--- src/rtl/frac_clk_div.sv ---
module frac_clk_div #(
  parameter int STEP_W = 8
) (
  input  logic                  clk,
  input  logic                  rst_n,
  input  logic [2*STEP_W+2:0]   ctrl,
  output logic                  clk_out,
  output logic                  clk_en
);
  localparam int ACC_W = STEP_W + 2;
  localparam int GAP_W = STEP_W + 2;

  logic run, fres, fstr;
  logic [STEP_W-1:0] step_pos, step_neg;
  assign run      = ctrl[0];
  assign fres     = ctrl[1];
  assign fstr     = ctrl[2];
  assign step_pos = ctrl[3 +: STEP_W];
  assign step_neg = ctrl[3+STEP_W +: STEP_W];

  logic signed [ACC_W-1:0] acc, add_pos, add_neg;
  assign add_pos = $signed({2'b00, step_pos});
  assign add_neg = $signed({{2{step_neg[STEP_W-1]}}, step_neg});

  logic neg;
  assign neg = acc[ACC_W-1];

  logic [GAP_W-1:0] gap, hcnt, half, hi_len;
  logic pulse, st_hi;
  assign half   = gap >> 1;
  assign hi_len = (half == '0) ? GAP_W'(1) : half;

  always_ff @(posedge clk or negedge rst_n) begin
    if (!rst_n) begin
      acc   <= '0;
      pulse <= 1'b0;
      st_hi <= 1'b0;
      hcnt  <= '0;
      gap   <= '0;
    end else if (fres) begin
      acc   <= '0;
      pulse <= 1'b0;
      st_hi <= 1'b0;
      hcnt  <= '0;
      gap   <= '0;
    end else if (!run) begin
      pulse <= 1'b0;
      st_hi <= 1'b0;
      hcnt  <= '0;
    end else begin
      acc   <= acc + (neg ? add_pos : add_neg);
      pulse <= neg;
      if (neg) begin
        gap   <= GAP_W'(1);
        st_hi <= 1'b1;
        hcnt  <= hi_len - GAP_W'(1);
      end else begin
        if (gap != '1) gap <= gap + GAP_W'(1);
        if (hcnt != '0) hcnt <= hcnt - GAP_W'(1);
        else st_hi <= 1'b0;
      end
    end
  end

  assign clk_en  = pulse;
  assign clk_out = fstr ? st_hi : pulse;

  AST_IDLE_LOW: assert property (@(posedge clk) disable iff (!rst_n)
    (!run || fres) |=> (!clk_en && !clk_out));

  AST_ACC_HOLD: assert property (@(posedge clk) disable iff (!rst_n)
    (!run && !fres) |=> $stable(acc));

  AST_ACC_CLEAR: assert property (@(posedge clk) disable iff (!rst_n)
    fres |=> (acc == '0));

  AST_PULSE_SRC: assert property (@(posedge clk) disable iff (!rst_n)
    $rose(clk_en) |-> ($past(neg) && $past(run) && !$past(fres)));

  AST_STRETCH_RISE: assert property (@(posedge clk) disable iff (!rst_n)
    (fstr && $past(fstr) && $rose(clk_out)) |-> clk_en);
endmodule

--- config.mk ---
export PLATFORM = sky130hd
export DESIGN_NAME = frac_clk_div
export DESIGN_NICKNAME = d
export VERILOG_FILES = /design/src/rtl/frac_clk_div.sv
export SDC_FILE = /design/constraint.sdc
export NUM_CORES = 1
export LEC_CHECK = 0
export BUFFER_PORTS_ARGS = -buffer_cell sky130_fd_sc_hd__buf_2
export CAP_MARGIN = 20
export CORE_UTILIZATION = 29
export DETAILED_ROUTE_END_ITERATION = 10
export PLACE_DENSITY = 0.54
export SETUP_SLACK_MARGIN = 0.4
export SYNTH_ARGS = -nofsm -noshare
export SYNTH_HDL_FRONTEND = slang
export SYNTH_SLANG_ARGS = --single-unit
export TNS_END_PERCENT = 100
--- constraint.sdc ---
create_clock -name clk -period 2.9 [get_ports clk]
set_clock_uncertainty 0.1 [all_clocks]
set_input_delay 0.58 -clock clk [delete_from_list [all_inputs] [get_ports clk]]
set_output_delay 0.58 -clock clk [all_outputs]
set_load 0.01 [all_outputs]
; ---- After elaboration in Yosys (flattened, before gate mapping)
; Index checks and enable logic that the tools add are counted.
[totals]
wordCells = 36
romBits = 0
ramBits = 0
n_memories = 0
latch_bits = 0
out_inout_bits = 2
register_bits = 32
inputBits = 21
[classes]
bitwise_logic = 0
magnitude_cmp = 0
n_reduce_logical = 5
n_shift = 0
n_mul = 0
n_mux = 19
div = 0
eq_ne = 3
addsub = 4
[ops]
columns = op, n
row1 = $mux 10, 11
row2 = $add 10x1->10 const B, 1
row3 = $add 10x10->10, 1
row4 = $logic_not 10->1, 1
row5 = $ne 10x10->1 const B, 1
row6 = $reduce_bool 10->1, 1
row7 = $sub 10x1->10 const B, 1
row8 = $sub 9x1->10 const B, 1
row9 = $mux 9, 1
row10 = $mux 1, 7
row11 = $ne 4x1->1 const B, 1
row12 = $ne 4x4->1 const B, 1
row13 = $reduce_bool 3->1, 1
row14 = $reduce_and 2->1, 1
row15 = $reduce_bool 2->1, 1

; ---- Logic depth before layout (Yosys ltp)
; Gate-level depths: netlist (run 1).
[logic_depth]
ltp_word = 6
mapped_depth = 10
ltp_nobuf = 8

; ---- Worst setup path before layout (run 1)
; OpenSTA, ideal clock, no wires.
[synth_path]
path_kind = reg-to-reg
startpoint = register acc[9]
endpoint = register acc[8]
stages_incl_launch_ff = 11
n_path_buf = 2
arrival_ns = 2.645
path_slack_ns = 0.024
required_time_ns = 2.669
path_cell_list = dfrtp_1 buf_2 buf_2 mux2_2 ha_1 fa_1 a21o_1 a211o_1 a21oi_1 a2111o_1 o211ai_1
[synth_via]
elab_chain_cells = 4
[synth_lines]
columns = item, line
row1 = start: declaration, 21  ; logic signed [ACC_W-1:0] acc, add_pos, add_neg;
row2 = start signal: assignment, 51  ; acc <= acc + (neg ? add_pos : add_neg);
row3 = $mux 10, 51
row4 = $add 10x10->10, 51
row5 = $mux 10, 46  ; end else if (!run) begin
row6 = $mux 10, 40  ; end else if (fres) begin
; Every way passes these cells. The select of a mux whose other input is x is not followed.
; A chain may end at the register's enable or synchronous reset.

; ---- Final worst setup path (run 1)
; Same ends and word-level chain as after synthesis.

==> metrics.md, run 1 <==
| Metric | Value |
|---|---|
| Yosys warns | 0 |
| Largest family of logic cells by synthesized area | simple AND/OR/NAND/NOR gates |
| Post-DP HPWL | 3680 µm |
| Overall routed net length | ~5100 µm |
| Max Cap Viol | 0 |
| Pleak | approximately 1.2 nW |
| Setup TNS | 0 ps |
| Clock Path Buffers | 2 |
| Highest Clock Rate | 414 MHz |
| Number of cells on the worst reg-to-reg path | 8 |
| Fin crit period | 2420 ps |
| Most frequent cells in the layout | nor2_1 (38), dfrtp_1 (30), buf_2 (22), a21oi_1 (14), mux2i_1 (13) |
| Wl on met1 | about 2700 µm |
| Die Footprint | 0.00794 mm² |
| First-pass GRT wire length | 8510 µm |
| Nets@finish | 301 |
| Final period util | 83.4% |
| Initial core utilization | 30.2% |
| Post-synth EDFFs | 0 |
| Final antenna-violating net count | 0 |
| Layout cell share with drive strength beyond 1 | 23.9% |
| Initial antenna violation count | 0 |
| Library cells used by synthesis | 47 |
| FF-to-FF End | acc[8] |
| Number of hold buffers added after CTS | 0 |
| Initial DRC count | 39 |
| CP startpoint kind | flip-flop |
| Outcome | finished, final reports clean |
| Post-synth top flop | dfrtp_1 |
| Die W | 89.1 µm |
| Synth Area in XOR/XNOR | 6.77% |
| Mapped Area | 0.00220 mm² |
| Post-synthesis simple-gate area fraction | between 10% and 20% |
| Area share of fa/ha/maj cells after synthesis | between 7 and 8% |
| R2R Path Start | acc[9] |
| Ranking of synthesized cells by area | dfrtp_1 (36%), nor2_1 (6.7%), ha_1 (6.3%), mux2i_1 (5.9%), mux2_2 (4.1%) |
| H-tree depth | 2 |
| Pre-Repair DR Iteration Count | 4 |
| GRT Total Usage | 14.1% |
| Hold Violations, Final | 0 |
| Least-Margin Pin Slew | 766 ps |
| Final setup viols | 0 |
| GR Overflow Total | 0 |
| Met3 wire length | 158 µm |
| Worst R2R Setup Slack | a little under 500 ps |
| Drc violations | 0 |
| Commonest non-fill, non-tap cell in the layout | nor2_1 |
| Pwr Density | 626 mW/mm² |
| Layout Cells excl Fill | roughly 370 |
| ANT cells | 0 |
| Root Driver | clkbuf_8 |
| VDD IR max | ~230 µV |
| Crit end category | flip-flop |
| Post-Place Cells | 353 |
| Share of the synthesized area in the top cell type | 36.4% |
| Synth Register Bits | 32 |
| TritonCTS clock tree | built |
| Worst hold path type | in -> async |
| Pre-CTS setup slack | 281 ps |
| Multiplexer share of the synthesized area | between 10% and 20% |
| Placement row count | 31 |
| Setup CP Type | reg -> reg |
| Post-synth ARST share | between 90% and 100% |
| Die Ht | 89.1 µm |
| Worst hold slack | 269 ps |
| Synthesized area per cell | 9.17 µm² |
| Setup ws final | 482 ps |
| Synth-to-Final Area Change | 19.5% |
| Fin. max-slew vios | 0 |
| Largest net degree at the start of global routing | 33 |
| WP data required | 2970 ps |
| I/O Buffers | 22 |
| Crit path arrival time | 2480 ps |
| Worst-Skew Late Latency | 280 ps |
| Post-synthesis sequential area ratio | between 30 and 40% |
| Total CTS buffers | 5 |
| Max transition margin | 48.9% |
| RSZ-0062 raised after global routing | yes |
| Met2 wire len | 2280 µm |
| I/O pin count | 23 |
| Syn_nets | around 270 |
| CP max FO | 5 |
| Worst-path clk slew | 70 ps |
| Mapped Cells | 240 |
| Clk sinks | 32 |
| Core Box Area | 0.00729 mm² |
| Fill cells | 780 |
| Gpl congestion | 0.764 |
| Post-synthesis compound-gate area fraction | about 17% |
| Number of global-route vias before repair | 1734 |
| Via density | 5.03 |
| Largest area contributor in the netlist | dfrtp_1 |
| Via count | between 1500 and 2000 |
| Top routing layer used | met4 |
| Routed wire length per instance | 14.0 µm |
[registers in the layout, summed over array words and instances, names as in the netlist]
name,cells
acc,10
st_hi,1
hcnt,10
clk_en,1
gap,10
[power by group]
group | leakage, nW | switching, mW | internal, mW
Sequential | 0.432 | 0.0639 | 0.512
Clock | 0.0410 | 0.161 | 0.163
Combinational | 0.705 | 0.388 | 0.356
[synth_stat cells (all sizes together) (2+ instances only)]
cell and instances:
ha 11, a211o 2, o21ai 9, nand2 9, nand4 3, xnor2 7
a21oi 16, o221ai 2, a211oi 5, xor2 10, nor3b 4, nor4 2
o21a 2, o211ai 6, nor3 8, nand3 8, inv 5, mux2i 13
mux2 8, or4 3, and4 2, and3 3, a2bb2oi 2, buf 7
clkbuf 6, nor2 39, dfrtp 32, a21o 4
[cells by family (layout without fill, tap and decap cells)]
group | after synthesis | after routing
buf+inv | 19 | 47
flops | 32 | 32
xor+xnor | 17 | 17
simple gates | 83 | 83
compound gates | 56 | 56
fa+ha+maj | 12 | 12
mux | 21 | 21
[stage by stage]
step                utilization [%]  instance area [µm²]  total power, mW
floorplan                         -                 2250             1.14
global placement               33.3                 2430             1.27
detailed placement             33.3                 2430             1.27
CTS                            34.4                 2510             1.61
global route                   36.0                 2630             1.78
finish                         36.0                 2630             1.64
[worst max path at each step]
stage / start / endpoint / slack, ps
global placement: ctrl[11] / acc[6] / 300
floorplan: acc[9] / acc[8] / 320
global route: acc[9] / acc[9] / 360
CTS: acc[9] / acc[8] / 390
detailed placement: ctrl[11] / acc[8] / 280
finish: acc[9] / acc[8] / 480
[critical path, cell delays in order, from the launching register on]
cell      delay, ps
dfrtp_2         480
mux2_4          340
ha_4            180
fa_2            340
a21o_1          180
a211o_1         260
a21oi_2         190
a2111o_1        170
o211ai_1         70
[per-layer routing]
layer	GRT usage [%]	up-vias
met4	3.90	0
met1	20.8	879
met3	3.05	4
met2	20.7	40
met5	0	-
li1	-	924
[repair_timing]
| action | CTS | global route |
|---|---|---|
| buffers inserted | 0 | 7 |
| pin swaps | 0 | 8 |
| setup endpoints to repair | 4 | 6 |
| resized for setup | 1 | 14 |
| endpoints found under the hold margin | 0 | 0 |
| gates cloned | 0 | 0 |
[layout make-up]
cell class	count	area, µm²	area share (%)
Clock buffer	6	72.6	2.76
Sequential cell	32	803	30.6
Inverter	6	22.5	0.857
Multi-Input combinational cell	189	1380	52.5
Clock inverter	1	5.00	0.190
Timing Repair Buffer	34	220	8.38
Tap cell	99	124	4.71
No activity file was read; power rests on OpenSTA's default activity.
==> inputs of run 2 (changes only) <==
Clock period 2.9 ns to 2.15 ns, I/O delays scaled along.
==> metrics.md, run 2 (synthesized netlist as in run 1, its figures left out) <==
| Metric | Value |
|---|---|
| Final setup viols | 5 (+5) |
| Switching Fraction | 35.6% (-1.6 points) |
| Number of global-route vias before repair | 1920 (+11%) |
| Combinational group share of total power | 50.6% (+5.4 points) |
| Layout Cells excl Fill | 397 (+8.2%) |
| Post-Place Cells | 383 (+8.5%) |
| Int Power | 1.77 mW (+72%) |
| Cell mode on critical path | buf_4 |
| Post-DP HPWL | 3890 µm (+5.7%) |
| Overall routed net length | 5510 µm (+7.2%) |
| I/O Buffers | 22 (unchanged) |
| CP max FO | 3 (-2) |
| Worst hold slack | 54.8 ps (-214 ps) |
| Die Ht | 89.1 µm (unchanged) |
| Commonest non-fill, non-tap cell in the layout | buf_4 |
| Critical path cell sequence | buf_4 -> mux2_4 -> buf_4 -> ha_4 -> a211oi_4 -> o211ai_1 -> a211oi_2 -> nor3_1 -> nand3b_1 |
| Sequential power share | 28.5% (-6.6 points) |
| Fin crit period | 2370 ps (-47.2 ps) |
| GRT Total Usage | 15.4% (+1.3 points) |
| Clk sinks | 32 (unchanged) |
| CP startpoint kind | flip-flop |
| Fin. max-slew vios | 0 (unchanged) |
| WP data required | 2220 ps (-750 ps) |
| Setup TNS | -848 ps (-848 ps) |
| Clock Power Share | 20.8% (+1.1 points) |
| Synth-to-Final Area Change | 40.6% |
| Initial antenna violation count | 0 (unchanged) |
| Max transition margin | 66.6% (+18 points) |
| Number of hold buffers added after CTS | 0 (unchanged) |
| Clock Path Buffers | 2 (unchanged) |
| Net switching power | 980 µW (+60%) |
| Via count | 1964 (+6.3%) |
| RSZ-0062 raised after global routing | yes |
| ANT cells | 0 (unchanged) |
| Most frequent cells in the layout | buf_4 (38), nor2_1 (34), dfrtp_1 (32), buf_2 (22), a21oi_1 (13) |
| Die Footprint | 0.00794 mm² (unchanged) |
| Worst hold path type | in -> async |
| Max incr delay on CP | 410 ps (-70 ps) |
| Max Cap Viol | 0 (unchanged) |
| Total CTS buffers | 5 (unchanged) |
| Placement row count | 31 (unchanged) |
| GR Overflow Total | 0 (unchanged) |
| Worst-path clk slew | 80 ps (about the same) |
| Crit-path leading delay family | compound AO/OA/AOI/OAI gates |
| Final antenna-violating net count | 0 (unchanged) |
| Largest net degree at the start of global routing | 33 (unchanged) |
| Outcome | complete, but fails checks |
| Crit path arrival time | 2440 ps (-40 ps) |
| Regs by FF count | acc (10), gap (10), hcnt (10) |
| Nets@finish | 330 (+9.6%) |
| H-tree depth | 2 (unchanged) |
| CP bufs+invs | 2 (+2) |
| Setup CP Type | reg -> reg |
| R2R Path Start | acc[9] |
| First-pass GRT wire length | 9250 µm (+8.7%) |
| Number of cells on the worst reg-to-reg path | 9 (+1) |
| Core Box Area | 0.00729 mm² (unchanged) |
| Setup ws final | -220 ps (-703 ps) |
| VDD IR max | 576 µV (+150%) |
| Crit end category | flip-flop |
| Drc violations | 0 (unchanged) |
| Pre-Repair DR Iteration Count | 4 (unchanged) |
| Pwr Density | 889 mW/mm² (+42%) |
| Least-Margin Pin Slew | 497 ps (-269 ps) |
| Root Driver | clkbuf_8 |
| Failing checks | negative setup slack |
| Slowest-stage cell, CP | dfrtp_1 |
| Highest Clock Rate | 422 MHz (+2.0%) |
| Hold Violations, Final | 0 (unchanged) |
| Pleak | 1.40 nW (+18%) |
| Worst R2R Setup Slack | -220 ps (-700 ps) |
| FF-to-FF End | acc[9] |
| TritonCTS clock tree | built |
| Initial core utilization | 30.2% (unchanged) |
| Die W | 89.1 µm (unchanged) |
| Initial DRC count | 90 (+130%) |
| I/O pin count | 23 (unchanged) |
| Layout cell share with drive strength beyond 1 | 40.6% (+17 points) |
| Gpl congestion | 0.823 (+7.7%) |
| Routed wire length per instance | 13.9 µm (-0.91%) |
| Via density | 4.95 (-1.7%) |
| Final period util | 110% (+27 points) |
| Worst-Skew Late Latency | 290 ps (about the same) |
| Fill cells | 745 (-4.5%) |
run 2: cell count changes in the layout (fill, tap and decap cells not counted), sizes merged:
cell / previous run / this run
buf: 34 / 62
bufbuf: 0 / 1
bufinv: 0 / 1
run 2: power groups by stage:
stage	sequential, mW	clock [mW]	combinational, mW
finish	0.785	0.573	1.39
detailed placement	0.780	0	1.13
floorplan	0.758	0	0.838
global route	0.799	0.622	1.53
global placement	0.777	0	1.13
CTS	0.782	0.589	1.31
run 2: layer usage:
layer  track usage (%)  part of all wire (%)  up-vias  wire length (µm)
met5                 0                     0        -                 0
met4              4.47                   1.2        0                65
met3              3.14                   3.8        6               210
met2              24.3                    45       45              2500
met1              21.3                    50      931              2740
li1                  -                     -      982                 -
run 2: repair_timing:
| item | in CTS | in global routing |
|---|---|---|
| resized for setup | 24 | 18 |
| gates cloned | 1 | 0 |
| setup endpoints to repair | 25 | 27 |
| buffers inserted | 4 | 1 |
| pin swaps | 25 | 18 |
run 2: metrics by stage:
| step | power (mW) | cell area (µm²) | util (%) | setup slack (ps) |
|---|---|---|---|---|
| after floorplan | 1.60 | 2300 | - | -435 |
| after global placement | 1.91 | 2710 | 37.1 | -329 |
| after detailed placement | 1.91 | 2710 | 37.1 | -358 |
| after CTS | 2.68 | 2990 | 41.0 | -243 |
| after global routing | 2.95 | 3090 | 42.4 | -318 |
| final | 2.75 | 3090 | 42.4 | -220 |
run 2: worst max path at each step:
stage              from  endpoint  slack [ps]  depth (start not counted)
3_3_place_gp   ctrl[11]    acc[6]        -330                          9
6_report         acc[9]    acc[9]        -220                          9
2_1_floorplan    acc[9]    acc[8]        -430                         10
5_1_grt          acc[9]    acc[9]        -320                          9
4_1_cts          acc[9]    acc[8]        -240                          8
3_5_place_dp   ctrl[11]    acc[8]        -360                          9
run 2: area by class of cell:
cell class                 count  area, µm²  area share [%]
tap                           99        124            4.01
multi-input combinational    189       1580            51.0
sequential                    32        801            25.9
clock buffer                   6       72.6            2.35
clock inverter                 2       35.0            1.13
timing repair buffer          63        459            14.9
inverter                       6       22.5           0.728
==> inputs of run 3 (changes only) <==
Settings changed: ABC_AREA set to 1.
==> metrics.md, run 3 <==
| Metric | Value |
|---|---|
| GR Overflow Total | 0 (unchanged) |
| Worst-path clk slew | 80 ps (about the same) |
| Pleak | 1.70 nW (+22%) |
| Design Power | 2.26 mW (-18%) |
| Worst-Skew Late Latency | 290 ps (about the same) |
| Max transition margin | 78.2% (+12 points) |
| I/O pin count | 23 (unchanged) |
| Pwr Density | 675 mW/mm² (-24%) |
| I/O Buffers | 22 (unchanged) |
| Setup CP Type | reg -> reg |
| Fin crit period | 1910 ps (-458 ps) |
| Core Box Area | 0.00773 mm² (+6.0%) |
| Crit-path leading delay family | simple AND/OR/NAND/NOR gates |
| Post-Place Cells | 485 (+27%) |
| Largest net degree at the start of global routing | 20 (-39%) |
| Max incr delay on CP | 460 ps (+50 ps) |
| Nets@finish | 450 (+36%) |
| CP max FO | 7 (+4) |
| Overall routed net length | 6630 µm (+20%) |
| Via density | 4.79 (-3.2%) |
| Synth top cells by count | nand2_1 (112), nor2_1 (46), inv_1 (44), dfrtp_1 (32), nand3_1 (23) |
| Fin. max-slew vios | 0 (unchanged) |
| First-pass GRT wire length | 10200 µm (+10%) |
| TritonCTS clock tree | built |
| Max Cap Viol | 0 (unchanged) |
| Worst hold slack | 398 ps (+343 ps) |
| Number of global-route vias before repair | 2130 (+11%) |
| Routed wire length per instance | 12.7 µm (-8.3%) |
| Post-synthesis sequential area ratio | 34.6% (-1.8 points) |
| Routing usage on met2 | 23.4% (-0.93 points) |
| Largest area contributor in the netlist | dfrtp_1 |
| Met1 Usage GRT | 22.5% (+1.3 points) |
| Pre-Repair DR Iteration Count | 6 (+2) |
| Crit path arrival time | 2000 ps (-440 ps) |
| Ranking of synthesized cells by area | dfrtp_1 (35%), nand2_1 (18%), nor2_1 (7.5%), inv_1 (7.1%), ha_1 (5.9%) |
| Initial antenna violation count | 0 (unchanged) |
| Clock Path Buffers | 2 (unchanged) |
| Fill cells | 789 (+5.9%) |
| Clk sinks | 32 (unchanged) |
| Final setup viols | 0 (-5) |
| Most frequent cells in the layout | nand2_1 (98), inv_1 (40), nor2_1 (39), buf_4 (31), dfrtp_1 (30) |
| Crit end category | flip-flop |
| Die Ht | 91.3 µm (+2.5%) |
| CP bufs+invs | 2 (unchanged) |
| Synth Register Bits | 32 (unchanged) |
| Design area | 0.00335 mm² (+8.3%) |
| Initial core utilization | 30.0% (-0.21 points) |
| Die W | 91.3 µm (+2.5%) |
| Layout cell share with drive strength beyond 1 | 32.1% (-8.5 points) |
| GRT Total Usage | 15.4% (+0.064 points) |
| Post-synth top flop | dfrtp_1 |
| Layout Cells excl Fill | 520 (+31%) |
| Drc violations | 0 (unchanged) |
| H-tree depth | 2 (unchanged) |
| Highest Clock Rate | 523 MHz (+24%) |
| Final core utilization | 43.3% (+0.95 points) |
| Share of the synthesized area in the top cell type | 34.6% (-1.8 points) |
| Cell mode on critical path | nand2_1 |
| Via count | 2491 (+27%) |
| Hold Violations, Final | 0 (unchanged) |
| Setup TNS | 0 ps (+848 ps) |
| Setup ws final | 237 ps (+458 ps) |
| Regs by FF count | acc (10), gap (10), hcnt (10) |
| Syn_nets | 384 (+41%) |
| Placement row count | 32 (+3.2%) |
| Outcome | finished, final reports clean |
| Least-Margin Pin Slew | 327 ps (-171 ps) |
| Critical path cell sequence | inv_4 -> buf_12 -> nor2_1 -> nor2_1 -> ha_1 -> nand2_2 -> nor2_2 -> nand2_1 -> nand3_1 -> nand2_1 -> nand3_1 -> nand2_1 |
| Post-synth ARST share | 100% (unchanged) |
| Most instantiated library cell after synthesis | nand2_1 |
| Pre-CTS setup slack | 73.4 ps (+432 ps) |
| Synth-to-Final Area Change | 44.7% |
| Synthesized area per cell | 6.59 µm² (-28%) |
| Mapped Area | 0.00231 mm² (+5.2%) |
| Root Driver | clkbuf_8 |
| ANT cells | 0 (unchanged) |
| Top Usage Layer GRT | met2 |
| Worst hold path type | reg -> reg |
| CP startpoint kind | flip-flop |
| Mapped Cells | 351 (+46%) |
| VDD IR max | 271 µV (-53%) |
| Met3 Usage GRT | 2.51% (-0.63 points) |
| Final antenna-violating net count | 0 (unchanged) |
| Post-DP HPWL | 4550 µm (+17%) |
| Initial DRC count | 110 (+22%) |
| Slowest-stage cell, CP | dfrtp_2 |
| Total CTS buffers | 5 (unchanged) |
| Library cells used by synthesis | 31 (-34%) |
| Die Footprint | 0.00834 mm² (+5.1%) |
| RSZ-0062 raised after global routing | yes |
| Commonest non-fill, non-tap cell in the layout | nand2_1 |
| Post-synth EDFFs | 0 (unchanged) |
| Gpl congestion | 0.848 (+3.1%) |
| WP data required | 2240 ps (+20 ps) |
| Final period util | 89.0% (-21 points) |
| Area after DPL | 0.00273 mm² (+0.97%) |
| Yosys warns | 0 (unchanged) |
[run 3: cell count changes after synthesis, sizes merged, moves of 5 or more]
cell | previous run | this run
nand2 | 9 | 113
xnor2 | 7 | 0
nor2 | 39 | 48
nand4 | 3 | 11
mux2i | 13 | 0
inv | 5 | 45
xor2 | 10 | 3
o211ai | 6 | 1
mux2 | 8 | 1
nand3 | 8 | 23
o21ai | 9 | 25
a211oi | 5 | 0
[run 3: final timing paths]
kind	start	end	slack, ps	cells after the start
setup / recovery	acc[9]	acc[9]	240	12
hold / removal	acc[7]	acc[7]	400	2
setup reg to reg	acc[9]	acc[9]	240	12
hold reg to reg	acc[7]	acc[7]	400	2
max in group asynchronous	rst_n	hcnt[0]	990	3
min in group asynchronous	rst_n	gap[8]	470	2
[run 3: where the power goes]
part / switching, mW / internal (mW)
combinational: 0.564 / 0.479
clock: 0.244 / 0.262
sequential: 0.0493 / 0.663
total: 0.857 / 1.40
[run 3: final cells by class]
type	count	area (µm²)	area share, %
Multi-Input combinational cell	266	1620	48.3
Sequential cell	32	803	24.0
Timing Repair Buffer	67	538	16.1
Inverter	45	174	5.19
Tap cell	102	128	3.81
Clock buffer	8	90.1	2.69
[run 3: what timing repair did]
item / in CTS / in global routing
setup buffers: 10 / 16
hold endpoints to repair: 11 / 0
gates resized for setup: 24 / 62
hold buffers: 1 / 0
pin swaps: 7 / 23
setup endpoints to repair: 27 / 26
[run 3: per-layer routing]
| metal | wire (µm) | up-vias |
|---|---|---|
| met3 | 160 | 5 |
| met4 | 49 | 0 |
| met2 | 3100 | 39 |
| met1 | 3320 | 1193 |
| met5 | 0 | - |
| li1 | - | 1254 |
[run 3: kinds of logic after synthesis]
group / count (synthesis) / share of synthesized area [%]
AOI/OAI and AO/OA: 48 / 11.6
xor gates and xnor gates: 3 / 1.14
adders and majority gates: 12 / 6.81
buffers and inverters: 53 / 9.08
DFF: 32 / 34.6
muxes: 1 / 0.486
and+or+nand+nor: 202 / 36.3
[run 3: worst reg2reg max path: stages (launching register included)]
cell	delay, ps
dfrtp_2	460
inv_4	90
buf_12	130
nor2_1	90
nor2_1	50
ha_1	340
nand2_2	80
nor2_2	130
nand2_1	90
nand3_1	80
nand2_1	50
nand3_1	60
nand2_1	50
